==> config.mk <==
export PLATFORM = sky130hd
export DESIGN_NAME = nic_csr_port
export DESIGN_NICKNAME = d
export VERILOG_FILES = /design/src/rtl/nic_csr_pkg.sv /design/src/rtl/nic_csr_evflag.sv /design/src/rtl/nic_csr_status.sv /design/src/rtl/nic_csr_cfg.sv /design/src/rtl/nic_csr_port.sv
export SDC_FILE = /design/constraint.sdc
export NUM_CORES = 1
export LEC_CHECK = 0
export BUFFER_PORTS_ARGS = -buffer_cell sky130_fd_sc_hd__buf_2
export CORE_UTILIZATION = 45
export CTS_BUF_LIST = sky130_fd_sc_hd__clkbuf_4 sky130_fd_sc_hd__clkbuf_8
export DETAILED_ROUTE_END_ITERATION = 8
export HOLD_SLACK_MARGIN = 0.15
export PLACE_DENSITY = 0.77
export SYNTH_ARGS = -nofsm -noshare
export SYNTH_HDL_FRONTEND = slang
export SYNTH_SLANG_ARGS = --single-unit
export TNS_END_PERCENT = 50
==> constraint.sdc <==
create_clock -name clk -period 1.8 [get_ports clk]
set_input_delay 0.18 -clock clk [delete_from_list [all_inputs] [get_ports clk]]
set_output_delay 0.18 -clock clk [all_outputs]
set_load 0.1 [all_outputs]
==> src/rtl/nic_csr_pkg.sv <==
package nic_csr_pkg;

   localparam int CSR_W     = 16;
   localparam int NUM_EV    = 7;
   localparam int EV_BASE   = 8;
   localparam int IDX_W     = 2;

   // event index inside the flag vector (flag i sits at bit EV_BASE+i)
   localparam int EV_INITDONE = 0;
   localparam int EV_TXEVT    = 1;
   localparam int EV_RXEVT    = 2;
   localparam int EV_MEMERR   = 3;
   localparam int EV_MISS     = 4;
   localparam int EV_NOHB     = 5;
   localparam int EV_BABBLE   = 6;

   // status bit positions
   localparam int B_ERR  = 15;
   localparam int B_INTR = 7;
   localparam int B_IEN  = 6;
   localparam int B_RXON = 5;
   localparam int B_TXON = 4;

   // command positions (also cmd_pulse indices)
   localparam int C_INIT  = 0;
   localparam int C_START = 1;
   localparam int C_STOP  = 2;
   localparam int C_TXDEM = 3;
   localparam int NUM_CMD = 4;

   localparam logic [NUM_EV-1:0] ERR_MASK  = 7'b111_1000;
   localparam logic [NUM_EV-1:0] INTR_MASK = 7'b101_1111;

   typedef enum logic [IDX_W-1:0] {
      IDX_STATUS  = 2'd0,
      IDX_ADDR_LO = 2'd1,
      IDX_ADDR_HI = 2'd2,
      IDX_BUSCFG  = 2'd3
   } csr_idx_e;

endpackage

==> src/rtl/nic_csr_evflag.sv <==
module nic_csr_evflag #(
   parameter int NUM_EV = 7
) (
   input  logic              clk,
   input  logic              rst_n,
   input  logic [NUM_EV-1:0] ev_set,
   input  logic [NUM_EV-1:0] clr_mask,
   input  logic              clr_all,
   output logic [NUM_EV-1:0] flags
);

   generate
      for (genvar i = 0; i < NUM_EV; i++) begin : g_flag
         logic q;
         always_ff @(posedge clk) begin
            if (!rst_n)
               q <= 1'b0;
            else if (ev_set[i])
               q <= 1'b1;
            else if (clr_all || clr_mask[i])
               q <= 1'b0;
         end
         assign flags[i] = q;
      end
   endgenerate

endmodule

==> src/rtl/nic_csr_status.sv <==
module nic_csr_status
   import nic_csr_pkg::*;
#(
   parameter int W = CSR_W
) (
   input  logic               clk,
   input  logic               rst_n,
   input  logic               wr_en,
   input  logic [W-1:0]       wdata,
   input  logic [NUM_EV-1:0]  ev_set,
   output logic [NUM_EV-1:0]  flags,
   output logic               ien,
   output logic               rxon,
   output logic               txon,
   output logic [NUM_CMD-1:0] cmd_pulse,
   output logic               irq,
   output logic [W-1:0]       rdata
);

   logic stop_wr, start_wr;
   logic err_sum, intr_sum;
   logic [NUM_EV-1:0] clr_mask;

   assign stop_wr  = wr_en && wdata[C_STOP];
   assign start_wr = wr_en && wdata[C_START];
   assign clr_mask = wr_en ? wdata[EV_BASE +: NUM_EV] : '0;

   nic_csr_evflag #(.NUM_EV(NUM_EV)) u_flags (
      .clk      (clk),
      .rst_n    (rst_n),
      .ev_set   (ev_set),
      .clr_mask (clr_mask),
      .clr_all  (stop_wr),
      .flags    (flags)
   );

   always_ff @(posedge clk) begin
      if (!rst_n) begin
         ien       <= 1'b0;
         rxon      <= 1'b0;
         txon      <= 1'b0;
         cmd_pulse <= '0;
      end else begin
         cmd_pulse <= wr_en ? wdata[NUM_CMD-1:0] : '0;
         if (wr_en)
            ien <= wdata[B_IEN];
         if (stop_wr) begin
            rxon <= 1'b0;
            txon <= 1'b0;
         end else if (start_wr) begin
            rxon <= 1'b1;
            txon <= 1'b1;
         end
      end
   end

   assign err_sum  = |(flags & ERR_MASK);
   assign intr_sum = |(flags & INTR_MASK);
   assign irq      = intr_sum && ien;

   always_comb begin
      rdata                        = '0;
      rdata[B_ERR]                 = err_sum;
      rdata[EV_BASE +: NUM_EV]     = flags;
      rdata[B_INTR]                = intr_sum;
      rdata[B_IEN]                 = ien;
      rdata[B_RXON]                = rxon;
      rdata[B_TXON]                = txon;
   end

endmodule

==> src/rtl/nic_csr_cfg.sv <==
module nic_csr_cfg #(
   parameter int W        = 16,
   parameter int IADDR_W  = 24,
   parameter int CFG_BITS = 3
) (
   input  logic                clk,
   input  logic                rst_n,
   input  logic                unlocked,
   input  logic                wr_lo,
   input  logic                wr_hi,
   input  logic                wr_bus,
   input  logic [W-1:0]        wdata,
   output logic [IADDR_W-1:0]  init_addr,
   output logic [CFG_BITS-1:0] bus_cfg,
   output logic [W-1:0]        rd_lo,
   output logic [W-1:0]        rd_hi,
   output logic [W-1:0]        rd_bus
);

   localparam int HI_W = IADDR_W - W;

   logic [W-2:0]        lo_q;
   logic [HI_W-1:0]     hi_q;
   logic [CFG_BITS-1:0] bus_q;

   always_ff @(posedge clk) begin
      if (!rst_n) begin
         lo_q  <= '0;
         hi_q  <= '0;
         bus_q <= '0;
      end else if (unlocked) begin
         if (wr_lo)  lo_q  <= wdata[W-1:1];
         if (wr_hi)  hi_q  <= wdata[HI_W-1:0];
         if (wr_bus) bus_q <= wdata[CFG_BITS-1:0];
      end
   end

   assign rd_lo     = {lo_q, 1'b0};
   assign rd_hi     = {{(W-HI_W){1'b0}}, hi_q};
   assign rd_bus    = {{(W-CFG_BITS){1'b0}}, bus_q};
   assign init_addr = {hi_q, lo_q, 1'b0};
   assign bus_cfg   = bus_q;

endmodule

==> src/rtl/nic_csr_port.sv <==
module nic_csr_port
   import nic_csr_pkg::*;
#(
   parameter int DATA_W   = 16,
   parameter int IADDR_W  = 24,
   parameter int CFG_BITS = 3
) (
   input  logic                clk,
   input  logic                rst_n,
   input  logic                host_wr,
   input  logic                host_asel,
   input  logic [DATA_W-1:0]   host_wdata,
   output logic [DATA_W-1:0]   host_rdata,
   input  logic [NUM_EV-1:0]   ev_set,
   output logic [NUM_CMD-1:0]  cmd_pulse,
   output logic                irq,
   output logic [IADDR_W-1:0]  init_addr,
   output logic [CFG_BITS-1:0] bus_cfg
);

   generate
      if (DATA_W != CSR_W) begin : g_bad_width
         $error("DATA_W must equal the status word width");
      end
      if (IADDR_W <= DATA_W || IADDR_W >= 2*DATA_W) begin : g_bad_iaddr
         $error("IADDR_W must lie strictly between DATA_W and 2*DATA_W");
      end
      if (CFG_BITS < 1 || CFG_BITS >= DATA_W) begin : g_bad_cfg
         $error("CFG_BITS out of range");
      end
   endgenerate

   csr_idx_e            sel_q;
   logic                data_wr;
   logic [NUM_EV-1:0]   st_flags;
   logic                st_ien, st_rxon, st_txon;
   logic [DATA_W-1:0]   rd_status, rd_lo, rd_hi, rd_bus;
   logic [DATA_W-1:0]   rd_data;

   always_ff @(posedge clk) begin
      if (!rst_n)
         sel_q <= IDX_STATUS;
      else if (host_wr && host_asel)
         sel_q <= csr_idx_e'(host_wdata[IDX_W-1:0]);
   end

   assign data_wr = host_wr && !host_asel;

   nic_csr_status #(.W(DATA_W)) u_status (
      .clk       (clk),
      .rst_n     (rst_n),
      .wr_en     (data_wr && (sel_q == IDX_STATUS)),
      .wdata     (host_wdata),
      .ev_set    (ev_set),
      .flags     (st_flags),
      .ien       (st_ien),
      .rxon      (st_rxon),
      .txon      (st_txon),
      .cmd_pulse (cmd_pulse),
      .irq       (irq),
      .rdata     (rd_status)
   );

   nic_csr_cfg #(.W(DATA_W), .IADDR_W(IADDR_W), .CFG_BITS(CFG_BITS)) u_cfg (
      .clk       (clk),
      .rst_n     (rst_n),
      .unlocked  (!(st_rxon || st_txon)),
      .wr_lo     (data_wr && (sel_q == IDX_ADDR_LO)),
      .wr_hi     (data_wr && (sel_q == IDX_ADDR_HI)),
      .wr_bus    (data_wr && (sel_q == IDX_BUSCFG)),
      .wdata     (host_wdata),
      .init_addr (init_addr),
      .bus_cfg   (bus_cfg),
      .rd_lo     (rd_lo),
      .rd_hi     (rd_hi),
      .rd_bus    (rd_bus)
   );

   always_comb begin
      unique case (sel_q)
         IDX_STATUS:  rd_data = rd_status;
         IDX_ADDR_LO: rd_data = rd_lo;
         IDX_ADDR_HI: rd_data = rd_hi;
         default:     rd_data = rd_bus;
      endcase
   end

   assign host_rdata = host_asel ? {{(DATA_W-IDX_W){1'b0}}, sel_q} : rd_data;

endmodule

Word level (Yosys, flattened, before mapping)
Index checks and enable logic that the tools add are counted.

word-level totals
  output and inout bits = 48
  word-level logic and storage cells = 68
  bits of input ports = 27
  register bits = 41

operators by class
  multiplexer cells = 17
  reduce and logical (&&, ||, !) cells = 32
  bitwise gates (word level) = 2
  equality and inequality tests = 3

operators with widths
  cell                  count
  $pmux W16 S3          1
  $mux W16              1
  $mux W1               14
  $reduce_bool A2 Y1    7
  $logic_and A1 B1 Y1   9
  $reduce_and A2 Y1     4
  $logic_or A1 B1 Y1    7
  $mux W7               1
  $reduce_or A6 Y1      1
  $eq A2 B2 Y1 const B  2
  $reduce_or A4 Y1      1
  $eq A2 B1 Y1 const B  1
  $logic_not A2 Y1      1
  $not A1 Y1            2
  $reduce_or A2 Y1      1
  $logic_not A1 Y1      1

Longest topological paths before layout
Gate-level depths: netlist (run 1).

  depth in word-level cells = 7
  gate-level depth with buffers = 7
  depth with buffers taken out = 3

Modules after synthesis
From an unflattened synthesis (run 1), not the netlist that was laid out.

unflattened totals
  cell total of the unflattened synthesis = 297
  area, all modules = 2,780.2 µm²

by module, submodules not included
  module          area each (µm²)  sequential area each (µm²)  cells an instance  times used
  nic_csr_cfg     1,436.4          520.5                       163                1
  nic_csr_port    649.4            40.0                        61                 1
  nic_csr_status  396.6            120.1                       45                 1
  nic_csr_evflag  297.8            140.1                       28                 1

Worst setup path after synthesis (run 1)
No wires, ideal clock.

  path kind = register -> output
  start point = reg u_cfg.bus_q[0], in the netlist u_cfg.bus_cfg[0]
  end point = out host_rdata[0]
  required time = 1.620 ns
  stages on the path, launching flop included = 3
  arrival = 3.214 ns
  path slack = -1.594 ns
  path buffers = 0
  cells stage by stage = dfxtp_1 > a21oi_1 > o21ai_0

on the way
  longest elaborated chain between the ends = 2

RTL lines
  what                      line                RTL
  start: declaration        nic_csr_cfg.sv:24   logic [CFG_BITS-1:0] bus_q;
  start signal: assignment  nic_csr_cfg.sv:34   if (wr_bus) bus_q <= wdata[CFG_BITS-1:0];
  $pmux W16 S3              nic_csr_port.sv:80  unique case (sel_q)
  $mux W16                  nic_csr_port.sv:88  assign host_rdata = host_asel ? {{(DATA_W-IDX_W){1'b0}}, sel_q} : rd_data;
  end: declaration          nic_csr_port.sv:13  output logic [DATA_W-1:0] host_rdata,

Every way passes these cells.

Worst setup path in the final report (run 1)
  start point = reg sel_q[1]
  end point = out host_rdata[7]

on the way
  longest elaborated chain between the ends = 3
  elaborated cells on any way between the ends = 5
  those cells by class = eq/ne: 2; mux: 2; reduce/logical: 1

RTL lines
  what                                  line                RTL
  start: declaration                    nic_csr_port.sv:33  csr_idx_e sel_q;
  start signal: assignment              nic_csr_port.sv:44  sel_q <= csr_idx_e'(host_wdata[IDX_W-1:0]);
  $eq A2 B2 Y1 (tied with other cells)  nic_csr_port.sv:80
  $pmux W16 S3 *                        nic_csr_port.sv:80
  $mux W16 *                            nic_csr_port.sv:88

Every way passes the cells marked *; elsewhere a longest branch is shown, timed or not.

==> reports/metrics.cfg, run 1 <==
[power]
p_leak_nw=1.456
peakVddDrop_mv=0.5106
p_seq_share_pct=43.9
p_comb_share_pct=26.0
p_int_mw=1.474
swShare_pct=32.10
power.switching_uw=696.9
clockPowerShare_pct=30.1
p_per_area_nw_per_um2=705.7

[setup_path]
cpPeakStageDelay_ns=0.53
worstPathArrival_ns=1.62
path_max_fanout=6
path_cells=or4_4 > o221ai_4 > a21oi_4 > buf_12
worst-path-buf-inv=1
crit_slowest_cell=or4_4
critPathKind=reg -> out
path_delay_family=simple AND/OR/NAND/NOR gates
start_kind=register
required_ns=1.62
cp-end-kind=primary output

[placed_design]
io_buffers=73
gp_congestion=0.8063
place_inst=348
hpwl_mm=3.945

[sta]
period_minus_slack_ns=1.801
fmax_mhz=555.2
skew_ns=0.002523
worst_slack_ns=-0.001040
rsz0062_at_grt=true
slew_headroom_pct=66.89
finalSetupViolCount=1
maxSlewViolCount=0
finalHoldViolCount=0
finalCritPeriodShare_pct=100.1
tightest_slew_ns=0.4898

[grt]
first_global_vias=1919
grt_pass1_wl_mm=8.963
use_met3_pct=4.730
met1_usage_pct=30.91
grt_max_degree=20
grt_usage_pct=26.58
gr-total-overflow=0
antenna_found_initial=0
use_met2_pct=47.90
gr-max-usage-layer=met2

[routing]
routed_wl_mm=5.612
first_pass_iters=4
ant_nets=0
dr.first_iter.drc_count=105
wl_per_cell_um=15.01
viasPerCell=5.382
vias=2013
drc=0

[yosys]
synth.most_common_cell=nand2_1
yosys_most_used_dff=dfxtp_1
yosysSeqAreaShare_pct=42.27
ys_async_sr_fraction_pct=0
netlist_area_um2=1942
ys_seq_elements=41
syn_avg_cell_area_um2=8.299
syn_nets=261
synth_top_area_share_pct=42.27
synth_edf_count=0
synth.top_cells.by_area=dfxtp_1 (42%), mux2i_1 (17%), nand2_1 (10%)
synth.distinct_cells=34
yosys_warnings=0
synth_common_cells=nand2_1 (54), dfxtp_1 (41), mux2i_1 (33), a21oi_1 (18), nor2_1 (18)
post-synth-top-area-cell=dfxtp_1
syn_inst=234

[clocking]
insertion_delay_ns=0.29
path_clk_slew_ns=0.08
cts_max_level=2
cts_tree=yes
clock-sinks=41
cts_made_buffers=5
root_buffer=clkbuf_8
clockBufferDepth=2

[floorplan]
rows=23
boundaryPins=75
die-area_um2=4582
fp.dieH_um=67.69
fp.dieW_um=67.69
core_um2=4058
start_util_pct=47.86

[final_layout]
syn2layout_area_growth_pct=58.44
post-route-util_pct=75.82
antenna_cells=0
final_cells=374
drive_above_1_share_pct=42.28
nNetsFinal=350
fillers=270

[run_status]
failed_checks=negative setup slack
status=finished, violations left

[job]
cap_viol_max_count=0

[min_path]
hold_class=in -> reg

[area by class of cell]
cell class | instances | area [µm²] | area share, %
Clock buffer | 7 | 96.34 | 3.131
Clock inverter | 1 | 5.005 | 0.1627
Inverter | 10 | 37.54 | 1.220
Multi-Input combinational cell | 164 | 1161 | 37.74
Sequential cell | 41 | 845.8 | 27.49
Tap cell | 50 | 62.56 | 2.033
Timing Repair Buffer | 101 | 868.3 | 28.22
[state kept, by name, indices dropped and copies added (netlist names)]
| register | cells |
|---|---|
| u_cfg.hi_q | 8 |
| u_status.cmd_pulse | 4 |
| u_status.u_flags.g_flag.q | 7 |
| u_status.ien | 1 |
| u_cfg.bus_cfg | 3 |
| u_status.rxon | 1 |
| sel_q | 2 |
| u_cfg.lo_q | 15 |
[placed cells by master, fill, tap and decap left out, types with 2 or more instances in the layout]
cell,instances
nand2_1,54
dfxtp_2,17
and3_1,4
buf_2,56
inv_1,9
a21oi_4,4
nor2_4,9
dlygate4sd3_1,17
a21oi_1,14
mux2i_1,33
mux2_2,2
buf_4,10
buf_12,16
nand3_1,3
clkbuf_8,7
dfxtp_1,23
nor2_1,9
buf_6,2
a21o_1,2
o21ai_0,7
[layer usage]
metal,vias up,share of wire [%]
met5,-,0
met1,973,41
met4,0,0.82
met3,5,5.6
met2,78,53
li1,957,-
[path summary, 6_finish.rpt]
kind              slack, ns                          to                       start  depth (start not counted)
hold / removal         0.15  u_cfg.lo_q[4]$_SDFFE_PN0P_               host_wdata[5]                          3
setup reg to reg       0.17  u_cfg.lo_q[6]$_SDFFE_PN0P_       sel_q[1]$_SDFFE_PN0P_                          3
setup / recovery     -0.001               host_rdata[7]       sel_q[1]$_SDFFE_PN0P_                          4
hold reg to reg        0.47  u_cfg.lo_q[1]$_SDFFE_PN0P_  u_cfg.lo_q[1]$_SDFFE_PN0P_                          2
[what timing repair did]
item,in CTS,in global routing
gates resized for setup,10,5
setup endpoints to repair,9,6
pin swaps,1,2
hold buffers,17,0
hold endpoints to repair,17,0
buffers inserted,0,1
[power by group through the flow]
stage               logic (mW)  clock network (mW)  registers [mW]
floorplan                0.310                   0            1.02
global placement         0.510                   0           0.972
detailed placement       0.515                   0           0.972
CTS                      0.553               0.669           0.953
global route             0.592               0.716           0.957
finish                   0.565               0.653           0.954
[logic make-up (layout without fill, tap and decap cells)]
family	count (synthesis)	in the layout	share of synthesized area (%)
AND/OR/NAND/NOR	94	94	21.52
flip-flops	41	41	42.27
multiplexers	35	35	18.17
AO/OA/AOI/OAI	34	34	9.987
buffers and inverters	29	119	7.861
other	1	1	0.1931
[worst min-delay path, delay by kind of cell]
| family | cells | cell delay [ns] |
|---|---|---|
| and+or+nand+nor | 1 | 0.06 |
| buffers and inverters | 1 | 0.09 |
| muxes | 1 | 0.06 |
[metrics by stage]
step                hold slack, ns   TNS (ns)  setup WS [ns]  area, µm²  total power [mW]
floorplan                   0.3095     -1.354        -0.1515       2112             1.333
global placement            0.4195          0         0.1971       2738             1.481
detailed placement          0.4235          0         0.1820       2738             1.488
CTS                         0.1507   -0.07309       -0.03690       3045             2.175
global route                0.1573   -0.08261       -0.04989       3077             2.264
finish                      0.1525  -0.001040      -0.001040       3077             2.171
(Power assumes the default switching activity.)
==> run 2: changes to the inputs <==
--- a/config.mk
+++ b/config.mk
@@ -11,6 +11,7 @@
 export DETAILED_ROUTE_END_ITERATION = 8
 export HOLD_SLACK_MARGIN = 0.15
 export PLACE_DENSITY = 0.77
+export SETUP_SLACK_MARGIN = 0.3
 export SYNTH_ARGS = -nofsm -noshare
 export SYNTH_HDL_FRONTEND = slang
 export SYNTH_SLANG_ARGS = --single-unit
==> run 2 against run 1 <==
Net effect:
- the flow still finishes with violations (negative setup slack)
- setup slack worse by 0.031 ns
- first-iteration DRC count increased by 50%
- flip-flop and latch count did not move
- utilization up 6.4 points
- worst hold slack improved by 0.011 ns
- non-clock buffer count rose by 12
- final area increased by 8.4%
- wire length up 13%
- largest cell class unchanged
- highest routed layer unchanged
- die area unchanged
==> reports/metrics.cfg, run 2 (synthesized netlist as in run 1, its figures left out) <==
[final_layout]
multi_input_area_um2=1237
mostFrequentLayoutCells=buf_2 (56), nand2_1 (49), mux2i_1 (33)
syn2layout_area_growth_pct=71.78
top_register=u_cfg.lo_q
post-route-util_pct=82.21
mostFrequentLayoutCell=buf_2
drive_above_1_share_pct=51.19
largest_reg_flops=15
nNetsFinal=362
largestRegisters=u_cfg.lo_q (15), u_cfg.hi_q (8), u_status.u_flags.g_flag.q (7)
ff_latch_area_um2=893.4
fillers=243
antenna_cells=0
fin_area_um2=3336

[routing]
vias=2089
drc=0
ant_nets=0
wl_per_cell_um=16.49
routed_wl_mm=6.364
viasPerCell=5.412
dr.first_iter.drc_count=157
first_pass_iters=4

[setup_path]
path_delay_family=buffers and inverters
path_max_fanout=5
r2r-start=sel_q[1]$_SDFFE_PN0P_
critPathLaunch=sel_q[1]$_SDFFE_PN0P_
worstPathArrival_ns=1.65
required_ns=1.62
cpPeakStageDelay_ns=0.39
crit_slowest_cell=dfxtp_4
cp-end-kind=primary output
critical_path_depth=6
reg2regPathDepth=4
critPathKind=reg -> out
cp_common_cell=buf_6
start_kind=register
ff2ff_setup_slack_ns=0.05
reg2reg_to=u_cfg.lo_q[1]$_SDFFE_PN0P_
worstSetupEndpoint=host_rdata[5]
path_cells=buf_6 > buf_6 > nor2b_4 > nand2_2 > a21oi_4 > buf_12
worst-path-buf-inv=3

[clocking]
cts_max_level=2
clockBufferDepth=2
cts_tree=yes
cts_made_buffers=5
root_buffer=clkbuf_8
insertion_delay_ns=0.31
path_clk_slew_ns=0.09
clock-sinks=41

[sta]
period_minus_slack_ns=1.832
rsz0062_at_grt=true
maxSlewViolCount=0
finalCritPeriodShare_pct=101.8
skew_ns=0.01325
fin_hold_ws_ns=0.1632
worst_slack_ns=-0.03160
finalHoldViolCount=0
finalSetupViolCount=6
fmax_mhz=546.0

[grt]
grt_max_degree=27
first_global_vias=2151
antenna_found_initial=0
grt_pass1_wl_mm=10.01
gr-total-overflow=0
grt_usage_pct=30.12

[job]
cap_viol_max_count=0

[floorplan]
die-area_um2=4582
start_util_pct=47.86
fp.dieH_um=67.69
core_um2=4058
rows=23
fp.dieW_um=67.69
boundaryPins=75

[power]
swShare_pct=34.51
p_per_area_nw_per_um2=647.2
clockPowerShare_pct=27.9
p_int_mw=1.414
p_comb_share_pct=28.7
p_seq_share_pct=43.4
peakVddDrop_mv=0.5009
power.switching_uw=745.1
p_leak_nw=1.544

[placed_design]
place_ws_ns=0.1109
place_area_um2=2805
hpwl_mm=3.834
gp_congestion=0.7511
io_buffers=73

[run_status]
failed_checks=negative setup slack
status=finished, violations left

[min_path]
hold_class=in -> reg

==> run 2: power groups by stage <==
| stage | Combinational, mW | Clock [mW] | Sequential, mW |
|---|---|---|---|
| 6_report | 0.619 | 0.603 | 0.937 |
| 3_5_place_dp | 0.522 | 0 | 0.955 |
| 2_1_floorplan | 0.315 | 0 | 1.01 |
| 4_1_cts | 0.602 | 0.602 | 0.934 |
| 5_1_grt | 0.647 | 0.664 | 0.940 |
| 3_3_place_gp | 0.515 | 0 | 0.955 |
==> run 2: through the flow <==
step	setup TNS [ns]	std cells	power (mW)
2_1_floorplan	0	234	1.321
3_3_place_gp	0	351	1.470
3_5_place_dp	0	351	1.477
4_1_cts	-0.01201	385	2.139
5_1_grt	-0.4618	386	2.251
6_report	-0.09072	386	2.159
==> run 2: worst min-delay path by stage <==
stage	from	endpoint	cells after the start
after detailed placement	ev_set[6]	u_status.u_flags.g_flag[6].q$_SDFFE_PN0P_	3
after global placement	ev_set[2]	u_status.u_flags.g_flag[2].q$_SDFFE_PN0P_	3
final	host_wdata[0]	u_status.cmd_pulse[0]$_SDFF_PN0_	2
after CTS	host_wdata[1]	sel_q[1]$_SDFFE_PN0P_	3
after global routing	host_wdata[1]	sel_q[1]$_SDFFE_PN0P_	3
after floorplan	host_wdata[11]	u_cfg.lo_q[10]$_SDFFE_PN0P_	2
==> run 2: area by class of cell <==
cell class	instances	share of cell area, %
inverters	10	1.125
clock buffers	5	2.063
multi-input cells	164	37.10
well taps	50	1.875
flip-flops and latches	41	26.78
repair buffers	113	30.53
clock inverters	3	0.5251
==> run 2: per-layer routing <==
metal	GRT usage [%]	up-vias	wire, µm
li1	-	981	-
met1	31.97	999	2448
met2	52.10	87	3346
met3	8.784	22	336
met4	18.09	0	232
met5	0	-	0
==> run 2: repair_timing <==
item,CTS,global route
setup endpoints to repair,40,40
hold endpoints to repair,23,0
resized for setup,41,11
pin swaps,11,18
hold buffers,20,0
setup buffers,6,1
==> run 3: changes to the inputs <==
--- a/config.mk
+++ b/config.mk
@@ -5,12 +5,13 @@
 export SDC_FILE = /design/constraint.sdc
 export NUM_CORES = 1
 export LEC_CHECK = 0
+export ABC_AREA = 1
 export BUFFER_PORTS_ARGS = -buffer_cell sky130_fd_sc_hd__buf_2
-export CORE_UTILIZATION = 45
+export CORE_UTILIZATION = 51
 export CTS_BUF_LIST = sky130_fd_sc_hd__clkbuf_4 sky130_fd_sc_hd__clkbuf_8
 export DETAILED_ROUTE_END_ITERATION = 8
 export HOLD_SLACK_MARGIN = 0.15
-export PLACE_DENSITY = 0.77
+export PLACE_DENSITY = 0.82
 export SETUP_SLACK_MARGIN = 0.3
 export SYNTH_ARGS = -nofsm -noshare
 export SYNTH_HDL_FRONTEND = slang
==> constraint.sdc (replaced) <==
create_clock -name clk -period 2.03 [get_ports clk]
set_input_delay 0.203 -clock clk [delete_from_list [all_inputs] [get_ports clk]]
set_output_delay 0.203 -clock clk [all_outputs]
set_load 0.1 [all_outputs]
==> run 3 against run 2 <==
Net effect:
- the run now ends clean
- non-clock buffer count shrank 16
- critical path type unchanged
- sequential share of layout area is essentially flat
- first-iteration DRC count grew 73%
- combinational power grew 11%
- highest routed layer unchanged
- register-to-register slack gained 0.51 ns
- die area shrank 6.0%
- largest cell class unchanged
- area after synthesis grew 6.3%
- worst hold slack gained 0.0020 ns
- setup slack gained 0.33 ns
- clock skew shrank 0.0081 ns
- via count grew 21%
- clock-buffer cell count grew 2
- largest power group unchanged
==> reports/metrics.cfg, run 3 <==
[run_status]
status=complete, no violations

[routing]
dr.first_iter.drc_count=272
drc=0
viasPerCell=5.436
first_pass_iters=6
vias=2533
routed_wl_mm=6.947
wl_per_cell_um=14.91
ant_nets=0

[setup_path]
path_delay_family=buffers and inverters
cp-end-kind=primary output
crit_slowest_cell=dfxtp_4
path_cells=buf_4 > nor2_4 > buf_12 > nand2_1 > nand3_1 > nand2_1 > nand2_2 > buf_12
cpPeakStageDelay_ns=0.37
critPathKind=reg -> out
path_max_fanout=12
start_kind=register
worst-path-buf-inv=3
worstPathArrival_ns=1.53
required_ns=1.83

[final_layout]
top_register=u_cfg.lo_q
drive_above_1_share_pct=34.93
mostFrequentLayoutCells=nand2_1 (92), nor2_1 (65), buf_2 (57)
syn2layout_area_growth_pct=52.73
largestRegisters=u_cfg.lo_q (15), u_cfg.hi_q (8), u_status.u_flags.g_flag.q (7)
nNetsFinal=444
largest_reg_flops=15
antenna_cells=0
mostFrequentLayoutCell=nand2_1

[yosys]
synth_common_cells=nand2_1 (94), nor2_1 (65), dfxtp_1 (41), nand3_1 (41), inv_1 (32)
yosys.area_share.xor_xnor_pct=0
synth.most_common_cell=nand2_1
syn_nets=353
synth_top_area_share_pct=39.76
ys_async_sr_fraction_pct=0
synth_fa_ha_area_share_pct=0
syn_inst=326
netlist_area_um2=2064
synth_top_family_by_area=simple AND/OR/NAND/NOR gates
synth_compound_area_share_pct=5.636
synth.top_cells.by_area=dfxtp_1 (40%), nand2_1 (17%), nor2_1 (12%)
syn_avg_cell_area_um2=6.333
yosys_most_used_dff=dfxtp_1
yosys.area_share.simple_pct=43.39
post-synth-top-area-cell=dfxtp_1
ys_seq_elements=41
yosys_warnings=0
yosysSeqAreaShare_pct=39.76
synth.distinct_cells=21
synthMuxAreaShare_pct=0
synth_edf_count=0

[clocking]
path_clk_slew_ns=0.07
root_buffer=clkbuf_8
cts_max_level=2
clockBufferDepth=2
insertion_delay_ns=0.29
cts_tree=yes
cts_made_buffers=5
clock-sinks=41

[floorplan]
die-area_um2=4307
start_util_pct=54.74
boundaryPins=75
rows=22
core_um2=3771
fp.dieH_um=65.63
fp.dieW_um=65.63

[sta]
fmax_mhz=577.4
rsz0062_at_grt=true
maxSlewViolCount=0
finalCritPeriodShare_pct=85.31
slew_headroom_pct=57.87
setup-tns-final_ns=0
tightest_slew_ns=0.6304
period_minus_slack_ns=1.732
skew_ns=0.005183
worst_slack_ns=0.2981
finalSetupViolCount=0
finalHoldViolCount=0

[power]
power.total_mw=2.142
p_leak_nw=1.569
p_per_area_nw_per_um2=679.3
peakVddDrop_mv=0.5808

[grt]
gr-total-overflow=0
grt_max_degree=33
antenna_found_initial=0
grt_pass1_wl_mm=9.646
first_global_vias=2067
grt_usage_pct=29.81

[placed_design]
io_buffers=73
hpwl_mm=4.009
place_ws_ns=0.4762
gp_congestion=0.8385

[min_path]
hold_class=in -> reg

[job]
cap_viol_max_count=0

## run 3: kinds of logic after synthesis
group | count (synthesis)
flip-flops | 41
AND/OR/NAND/NOR | 209
AO/OA/AOI/OAI | 23
other | 1
buffers and inverters | 52
## run 3: stage by stage
stage	cells	instance area, µm²	utilization, %	hold WS, ns
2_1_floorplan	326	2211	-	0.3339
3_3_place_gp	438	2825	74.92	0.4441
3_5_place_dp	438	2825	74.92	0.4438
4_1_cts	454	3025	80.23	0.1582
5_1_grt	466	3153	83.61	0.1638
6_report	466	3153	83.61	0.1652
## run 3: layout make-up
type	instances	area, µm²
Inverter	39	148.9
Timing Repair Buffer	97	844.6
Fill cell	210	618.1
Tap cell	48	60.06
Multi-Input combinational cell	233	1154
Clock inverter	1	5.005
Clock buffer	7	96.34
Sequential cell	41	844.6
## run 3: routing by layer
layer / GRT usage [%] / up-vias / part of all wire (%) / wire (µm)
met3: 5.556 / 31 / 11 / 766
li1: - / 1182 / - / -
met4: 10.05 / 0 / 3.0 / 210
met2: 48.98 / 200 / 48 / 3355
met1: 38.83 / 1120 / 38 / 2614
met5: 0 / - / 0 / 0
## run 3: report_power, final
group          internal, mW  total [mW]  switching (mW)
Clock                 0.307       0.589           0.282
Combinational         0.210       0.688           0.478
Sequential            0.835       0.865          0.0293
## run 3: timing repair
action                                  in CTS  in global routing
endpoints found under the setup margin      15                 14
hold buffers                                 4                  0
buffers inserted                             4                 11
pin swaps                                    1                  3
resized for setup                            5                 10
gates cloned                                 0                  1
hold endpoints to repair                     4                  0
## run 3: path summary, 6_finish.rpt
check | cells past startpoint | slack (ns) | end | startpoint
max | 8 | 0.30 | host_rdata[1] | sel_q[0]$_SDFFE_PN0P_
min | 3 | 0.17 | u_status.u_flags.g_flag[2].q$_SDFFE_PN0P_ | ev_set[2]
max reg2reg | 8 | 0.56 | u_cfg.lo_q[13]$_SDFFE_PN0P_ | sel_q[0]$_SDFFE_PN0P_
min reg2reg | 2 | 0.49 | u_status.u_flags.g_flag[0].q$_SDFFE_PN0P_ | u_status.u_flags.g_flag[0].q$_SDFFE_PN0P_
## run 3: worst min-delay path, delay by kind of cell
kind | cells | cell delay (ns)
compound gates | 1 | 0.06
buf+inv | 2 | 0.14
